File: src/rtl/wdog_pkg.sv
package wdog_pkg;
  localparam int CODE_W = 4;
  localparam int RANGE_W = 2 * CODE_W;
  localparam logic [31:0] OFF_CTRL = 32'h00;
  localparam logic [31:0] OFF_RANGE = 32'h04;
  localparam logic [31:0] OFF_KICK = 32'h0C;
  localparam logic [31:0] KICK_KEY = 32'h76;

  typedef struct packed {
    logic mode;
    logic en;
  } wd_ctrl_t;
endpackage

File: src/rtl/wdog_regs.sv
module wdog_regs
  import wdog_pkg::*;
#(
  parameter int ADDR_W = 8,
  parameter int DATA_W = 32
) (
  input  logic                clk,
  input  logic                rst_n,
  input  logic [ADDR_W-1:0]   addr_i,
  input  logic                wr_en_i,
  input  logic [DATA_W-1:0]   wr_data_i,
  output logic [DATA_W-1:0]   rd_data_o,
  output wd_ctrl_t            ctrl_o,
  output logic [CODE_W-1:0]   init_code_o,
  output logic [CODE_W-1:0]   rest_code_o,
  output logic                start_o,
  output logic                kick_o
);
  wd_ctrl_t            ctrl_q;
  logic [RANGE_W-1:0]  range_q;
  logic hit_ctrl, hit_range, hit_kick;

  always_comb begin
    hit_ctrl  = (addr_i == ADDR_W'(OFF_CTRL));
    hit_range = (addr_i == ADDR_W'(OFF_RANGE));
    hit_kick  = (addr_i == ADDR_W'(OFF_KICK));
  end

  always_ff @(posedge clk or negedge rst_n) begin
    if (!rst_n) begin
      ctrl_q  <= '0;
      range_q <= '0;
    end else if (wr_en_i) begin
      if (hit_ctrl) begin
        ctrl_q.mode <= wr_data_i[1];
        if (wr_data_i[0]) ctrl_q.en <= 1'b1;
      end
      if (hit_range) range_q <= wr_data_i[RANGE_W-1:0];
    end
  end

  always_comb begin
    start_o = wr_en_i && hit_ctrl && wr_data_i[0] && !ctrl_q.en;
    kick_o  = wr_en_i && hit_kick && ctrl_q.en && (wr_data_i == DATA_W'(KICK_KEY));
    ctrl_o  = ctrl_q;
    init_code_o = range_q[CODE_W-1:0];
    rest_code_o = range_q[RANGE_W-1:CODE_W];
    if (hit_ctrl)       rd_data_o = DATA_W'(ctrl_q);
    else if (hit_range) rd_data_o = DATA_W'(range_q);
    else                rd_data_o = '0;
  end

  // the enable bit cannot be cleared by software
  a_r3_enable_sticky: assert property (@(posedge clk) disable iff (!rst_n)
    ctrl_q.en |=> ctrl_q.en);
  // a write that decodes to no register leaves all state untouched
  a_r11_unmapped_ignored: assert property (@(posedge clk) disable iff (!rst_n)
    (wr_en_i && !hit_ctrl && !hit_range) |=> $stable({ctrl_q, range_q}));
endmodule

File: src/rtl/wdog_counter.sv
module wdog_counter
  import wdog_pkg::*;
#(
  parameter int CNT_W = 32,
  parameter int BASE_EXP = 16
) (
  input  logic              clk,
  input  logic              rst_n,
  input  wd_ctrl_t          ctrl_i,
  input  logic [CODE_W-1:0] init_code_i,
  input  logic [CODE_W-1:0] rest_code_i,
  input  logic              start_i,
  input  logic              kick_i,
  output logic              irq_o,
  output logic              rst_req_o
);
  localparam int SHW = CNT_W + 1;

  logic [CNT_W-1:0] cnt_q;
  logic             irq_q;
  logic             expire;

  function automatic logic [CNT_W-1:0] period_m1(input logic [CODE_W-1:0] code);
    logic [SHW-1:0] p;
    p = SHW'(1) << (BASE_EXP + int'(code));
    return CNT_W'(p - SHW'(1));
  endfunction

  always_comb begin
    expire    = ctrl_i.en && !start_i && !kick_i && (cnt_q == '0);
    rst_req_o = expire && (!ctrl_i.mode || irq_q);
    irq_o     = irq_q;
  end

  always_ff @(posedge clk or negedge rst_n) begin
    if (!rst_n) begin
      cnt_q <= '0;
      irq_q <= 1'b0;
    end else if (start_i) begin
      cnt_q <= period_m1(init_code_i);
    end else if (kick_i) begin
      cnt_q <= period_m1(rest_code_i);
      irq_q <= 1'b0;
    end else if (expire) begin
      cnt_q <= period_m1(rest_code_i);
      irq_q <= ctrl_i.mode && !irq_q;
    end else if (ctrl_i.en) begin
      cnt_q <= cnt_q - CNT_W'(1);
    end
  end

  // a running count falls by one per cycle when nothing reloads it
  a_r4_count_down: assert property (@(posedge clk) disable iff (!rst_n)
    (ctrl_i.en && !start_i && !kick_i && cnt_q != '0) |=> cnt_q == $past(cnt_q) - CNT_W'(1));
  // a valid restart leaves the interrupt low
  a_r9_kick_clears_irq: assert property (@(posedge clk) disable iff (!rst_n)
    kick_i |=> !irq_o);
  // in warning mode a reset request needs a pending interrupt
  a_r8_warn_before_reset: assert property (@(posedge clk) disable iff (!rst_n)
    (rst_req_o && ctrl_i.mode) |-> irq_q);
endmodule

File: src/rtl/wdog_rst_stretch.sv
module wdog_rst_stretch #(
  parameter int RST_CYCLES = 8
) (
  input  logic clk,
  input  logic rst_n,
  input  logic req_i,
  output logic rst_o
);
  localparam int CW = $clog2(RST_CYCLES + 1);

  logic [CW-1:0] cnt_q;

  always_ff @(posedge clk or negedge rst_n) begin
    if (!rst_n)              cnt_q <= '0;
    else if (req_i)          cnt_q <= CW'(RST_CYCLES);
    else if (cnt_q != '0)    cnt_q <= cnt_q - CW'(1);
  end

  assign rst_o = (cnt_q != '0);

  // a request starts the pulse on the next cycle
  a_r10_pulse_starts: assert property (@(posedge clk) disable iff (!rst_n)
    req_i |=> rst_o);
  // the pulse ends when its count is spent
  a_r10_pulse_ends: assert property (@(posedge clk) disable iff (!rst_n)
    (rst_o && !req_i && cnt_q == CW'(1)) |=> !rst_o);
endmodule

File: src/rtl/wdog_periph.sv
module wdog_periph
  import wdog_pkg::*;
#(
  parameter int ADDR_W = 8,
  parameter int DATA_W = 32,
  parameter int CNT_W = 32,
  parameter int BASE_EXP = 16,
  parameter int RST_CYCLES = 8
) (
  input  logic              clk,
  input  logic              rst_n,
  input  logic [ADDR_W-1:0] addr,
  input  logic              wr_en,
  input  logic [DATA_W-1:0] wr_data,
  output logic [DATA_W-1:0] rd_data,
  output logic              irq_o,
  output logic              wdt_rst_o
);
  wd_ctrl_t          ctrl;
  logic [CODE_W-1:0] init_code, rest_code;
  logic              start, kick, rst_req;

  wdog_regs #(.ADDR_W(ADDR_W), .DATA_W(DATA_W)) regs_i (
    .clk(clk), .rst_n(rst_n), .addr_i(addr), .wr_en_i(wr_en), .wr_data_i(wr_data),
    .rd_data_o(rd_data), .ctrl_o(ctrl), .init_code_o(init_code),
    .rest_code_o(rest_code), .start_o(start), .kick_o(kick)
  );

  wdog_counter #(.CNT_W(CNT_W), .BASE_EXP(BASE_EXP)) cnt_i (
    .clk(clk), .rst_n(rst_n), .ctrl_i(ctrl), .init_code_i(init_code),
    .rest_code_i(rest_code), .start_i(start), .kick_i(kick),
    .irq_o(irq_o), .rst_req_o(rst_req)
  );

  wdog_rst_stretch #(.RST_CYCLES(RST_CYCLES)) pulse_i (
    .clk(clk), .rst_n(rst_n), .req_i(rst_req), .rst_o(wdt_rst_o)
  );

  // in direct mode every expiry request becomes a reset pulse
  a_r7_direct_reset: assert property (@(posedge clk) disable iff (!rst_n)
    (rst_req && !ctrl.mode) |=> wdt_rst_o);
endmodule

File: config.mk
export PLATFORM = sky130hd
export DESIGN_NAME = wdog_periph
export DESIGN_NICKNAME = d
export VERILOG_FILES = /design/src/rtl/wdog_pkg.sv /design/src/rtl/wdog_regs.sv /design/src/rtl/wdog_counter.sv /design/src/rtl/wdog_rst_stretch.sv /design/src/rtl/wdog_periph.sv
export SDC_FILE = /design/constraint.sdc
export NUM_CORES = 1
export LEC_CHECK = 0
export BUFFER_PORTS_ARGS = -buffer_cell sky130_fd_sc_hd__buf_2
export CORE_MARGIN = 5
export CORE_UTILIZATION = 55
export CTS_BUF_LIST = sky130_fd_sc_hd__clkbuf_4 sky130_fd_sc_hd__clkbuf_8 sky130_fd_sc_hd__clkbuf_16
export CTS_CLUSTER_DIAMETER = 60
export DETAILED_ROUTE_END_ITERATION = 16
export GPL_ROUTABILITY_DRIVEN = 0
export PLACE_DENSITY_LB_ADDON = 0.05
export SYNTH_ARGS = -nofsm -noshare
export SYNTH_HDL_FRONTEND = slang
export SYNTH_SLANG_ARGS = --single-unit
File: constraint.sdc
create_clock -name clk -period 6.03 [get_ports clk]
set_input_delay 0.603 -clock clk [delete_from_list [all_inputs] [get_ports clk]]
set_output_delay 0.603 -clock clk [all_outputs]
set_load 0.005 [all_outputs]
==> summary.md <==
| Metric | Value |
|---|---|
| Worst Hold Class | in -> async |
| Part of the power in registers | 0.414 |
| Hold WS | around 0.49 ns |
| Vias in the first global route | ~3.0k |
| #FFs+latches synth | 47 |
| Post-synthesis mux area share | 0.04650 |
| Req. time, crit path | roughly 6.2 ns |
| Clk buf depth | 2 |
| # port buffers | 52 |
| FFs w/ async S/R, synth | 1.000 |
| Layout cell share with drive strength beyond 1 | 0.2009 |
| GRT Residual Overflow | 0 |
| CP max FO | 23 |
| Logic pwr share | 0.407 |
| Most frequent cells in the layout | buf_2 (52), dfrtp_1 (47), nand2_1 (43), nor2_1 (26), conb_1 (24) |
| DRT iter0 DRCs | between 150 and 200 |
| Syn Area/Cell | around 8.6 sq um |
| Power Internal | 764.7 uW |
| Post-synthesis cell type count | 67 |
| Post-synth EDFFs | 0 |
| Worst slew pin tran | about 1.2 ns |
| Via/cell ratio | between 5 and 6 |
| Switching part of the total | 0.4040 |
| Power, Total | between 1 and 1.5 mW |
| First drt pass iteration count | 4 |
| Tcrit/Tclk final | 0.5282 |
| Slowest-stage cell, CP | nor3_1 |
| FILL cells | 574 |
| Final wirelength | 8361 um |
| Root Driver | clkbuf_8 |
| Util after Layout | 0.5974 |
| Clock Skew | 0.01107 ns |
| Reg2Reg Depth | 6 |
| Clock Power Share | 0.179 |
| Die Y | a little under 90 um |
| CP Data Arrival Time | 3.39 ns |
| Synth Flop Type | dfrtp_1 |
| Final Hold Viols | 0 |
| Pwr dens | ~340 nW/um^2 |
| Run status | finished, final reports clean |
| Worst Slack Setup Final | between 2 and 3 ns |
| Final min period | approximately 3.2 ns |
| R2r setup slk | roughly 2.8 ns |
| Most common cell after layout, fill and taps aside | buf_2 |
| Largest family of logic cells by synthesized area | simple AND/OR/NAND/NOR gates |
| Post-CTS Setup Repair Bufs | 0 |
| Sequential share of the synthesized area | 0.3389 |
| ANT nets after route | 0 |
| Die area | around 8000 sq um |
| Worst path cell trace | nor4bb_1, nand4_1, nor3_1, a31oi_2, a311o_1, a31o_2 |
| Final Net Count | 487 |
| Synth Warn # | 0 |
| CTS resizes | 0 |
| Compound-Gate Fraction of Synth Area | 0.1388 |
| Largest net degree at the start of global routing | 48 |
| P_sw | 518.4 uW |
| Critical Setup Path Class | reg -> reg |
| Adder-Cell Fraction of Synth Area | 0.02163 |
| Simple-gate share of the synthesized area | 0.2927 |
| Crit path max-delay family | simple AND/OR/NAND/NOR gates |
| Post-Synth XOR/XNOR Area | 0.06561 |
| CTS Buf Count | 5 |
| Crit end category | register |
| Die Wd | between 80 and 90 um |
| DP HPWL | 6253 um |
| Wire per inst | roughly 16 um |
| Maximum vdd drop | roughly 0.25 mV |
| Rel. slew slack | 0.1742 |
| Initial Util | 0.5561 |
| RSZ-0062 raised after global routing | false |
| Final setup vio count | 0 |
| Vias post-DR | about 3.1k |
| Area growth syn-to-layout | 7.426% |
| DRC | 0 |
| Worst-path clk slew | 0.09 ns |
| Critical path's largest stage delay | 0.75 ns |
| Antenna violations before repair | 0 |
| DP Worst Slack | 2.663 ns |
| Worst-skew pair later-pin latency | about 0.3 ns |
| Sink Count | between 40 and 50 |
| GRT Total Usage | 0.2250 |
| Setup TNS | 0 ns |
| Reg-to-Reg Start | regs_i.ctrl_o[0]$_DFFE_PN0P_ |
| Maximum clock rate | 313.9 MHz |
| RR Endpoint | cnt_i.cnt_q[24]$_DFFE_PN0P_ |
| Ports | 77 |
| CTS HTree Levels | 2 |
| Num rows | 29 |
| Antenna diodes | 0 |
| CP bufs+invs | 0 |
| Critical Path Start Type | register |
| # Max-Cap Violations | 0 |
| First-pass GRT wire length | about 14000 um |
| Core area | between 6000 and 7000 sq um |
| Hold-fix buffers at CTS | 0 |
| Synthesized area | ~3500 sq um |
| CTS tree | yes |
| Slew Viols, Final | 0 |
| Leak | approximately 1.7 nW |
| Mapped Cells | slightly above 400 |
worst register-to-register path: stages, from the launching register on:
cell and delay (ns):
dfrtp_1 0.74, nor4bb_1 0.36, nand4_1 0.13, nor3_1 0.75, a31oi_2 0.42, a311o_1 0.45, a31o_2 0.24
synth_stat cells (all sizes together) (5+ instances only):
master / count / area, sq um
dfrtp: 47 / 1176
nand2: 43 / 161.4
buf: 30 / 227.7
nor2: 26 / 97.59
o21ai: 22 / 110.1
nor3: 20 / 105.1
nand3: 18 / 90.09
clkbuf: 17 / 75.06
nor4: 17 / 148.9
a21oi: 15 / 75.07
xnor2: 13 / 113.9
xor2: 13 / 113.9
and3: 10 / 63.81
mux2: 9 / 101.4
o211ai: 9 / 72.57
inv: 7 / 26.27
ha: 6 / 75.07
mux2i: 6 / 60.06
nand3b: 6 / 45.04
nand4: 6 / 43.79
or3: 6 / 40.03
nand2b: 5 / 31.28
o22ai: 5 / 31.28
or4: 5 / 46.29
kinds of logic after synthesis:
group,Yosys count
simple gates,180
compound gates,74
buf+inv,54
flops,47
xor+xnor,26
mux,15
fa+ha+maj,6
other cells,1
registers in the layout (all words and copies together), names as in the netlist:
name            cells
regs_i.ctrl_o       2
pulse_i.cnt_q       4
cnt_i.irq_o         1
cnt_i.cnt_q        32
regs_i.range_q      8
metrics by stage:
stage,instances,instance area [sq um]
2_1_floorplan,426,3557
4_1_cts,515,3729
5_1_grt,515,3729
6_report,515,3729
3_5_place_dp,508,3622
3_3_place_gp,508,3622
layer usage:
| layer | vias to the layer above | track usage | routed length, um | share of wire |
|---|---|---|---|---|
| met1 | 1449 | 0.2952 | 3690 | 0.44 |
| met5 | - | 0 | 0 | 0 |
| met2 | 121 | 0.3771 | 3966 | 0.47 |
| met4 | 0 | 0.06225 | 99 | 0.012 |
| met3 | 12 | 0.04516 | 605 | 0.072 |
| li1 | 1493 | - | - | - |
cell type report:
class,count,area (sq um),share of cell area
inverters,7,26.28,0.007047
repair buffers,52,260.3,0.06980
multi-input cells,325,2063,0.5534
flip-flops and latches,47,1176,0.3154
well taps,77,96.34,0.02584
clock inverters,1,30.03,0.008054
clock buffers,6,76.32,0.02047
worst max-delay path by stage:
stage,from,endpoint,slack [ns],cells past startpoint
6_report,regs_i.ctrl_o[0]$_DFFE_PN0P_,cnt_i.cnt_q[24]$_DFFE_PN0P_,2.84,6
5_1_grt,regs_i.ctrl_o[0]$_DFFE_PN0P_,cnt_i.cnt_q[21]$_DFFE_PN0P_,2.62,7
4_1_cts,regs_i.ctrl_o[0]$_DFFE_PN0P_,cnt_i.cnt_q[24]$_DFFE_PN0P_,2.90,6
3_5_place_dp,addr[1],cnt_i.cnt_q[9]$_DFFE_PN0P_,2.66,10
3_3_place_gp,addr[1],cnt_i.cnt_q[9]$_DFFE_PN0P_,2.75,10
2_1_floorplan,addr[1],cnt_i.cnt_q[9]$_DFFE_PN0P_,3.51,9
power groups by stage:
| stage | combinational [mW] | sequential (mW) | clock [mW] |
|---|---|---|---|
| final | 0.522 | 0.531 | 0.230 |
| after global routing | 0.587 | 0.550 | 0.248 |
| after CTS | 0.522 | 0.530 | 0.234 |
| after detailed placement | 0.519 | 0.535 | 0 |
| after global placement | 0.509 | 0.535 | 0 |
| after floorplan | 0.446 | 0.499 | 0 |
No activity file was read; power rests on OpenSTA's default activity.
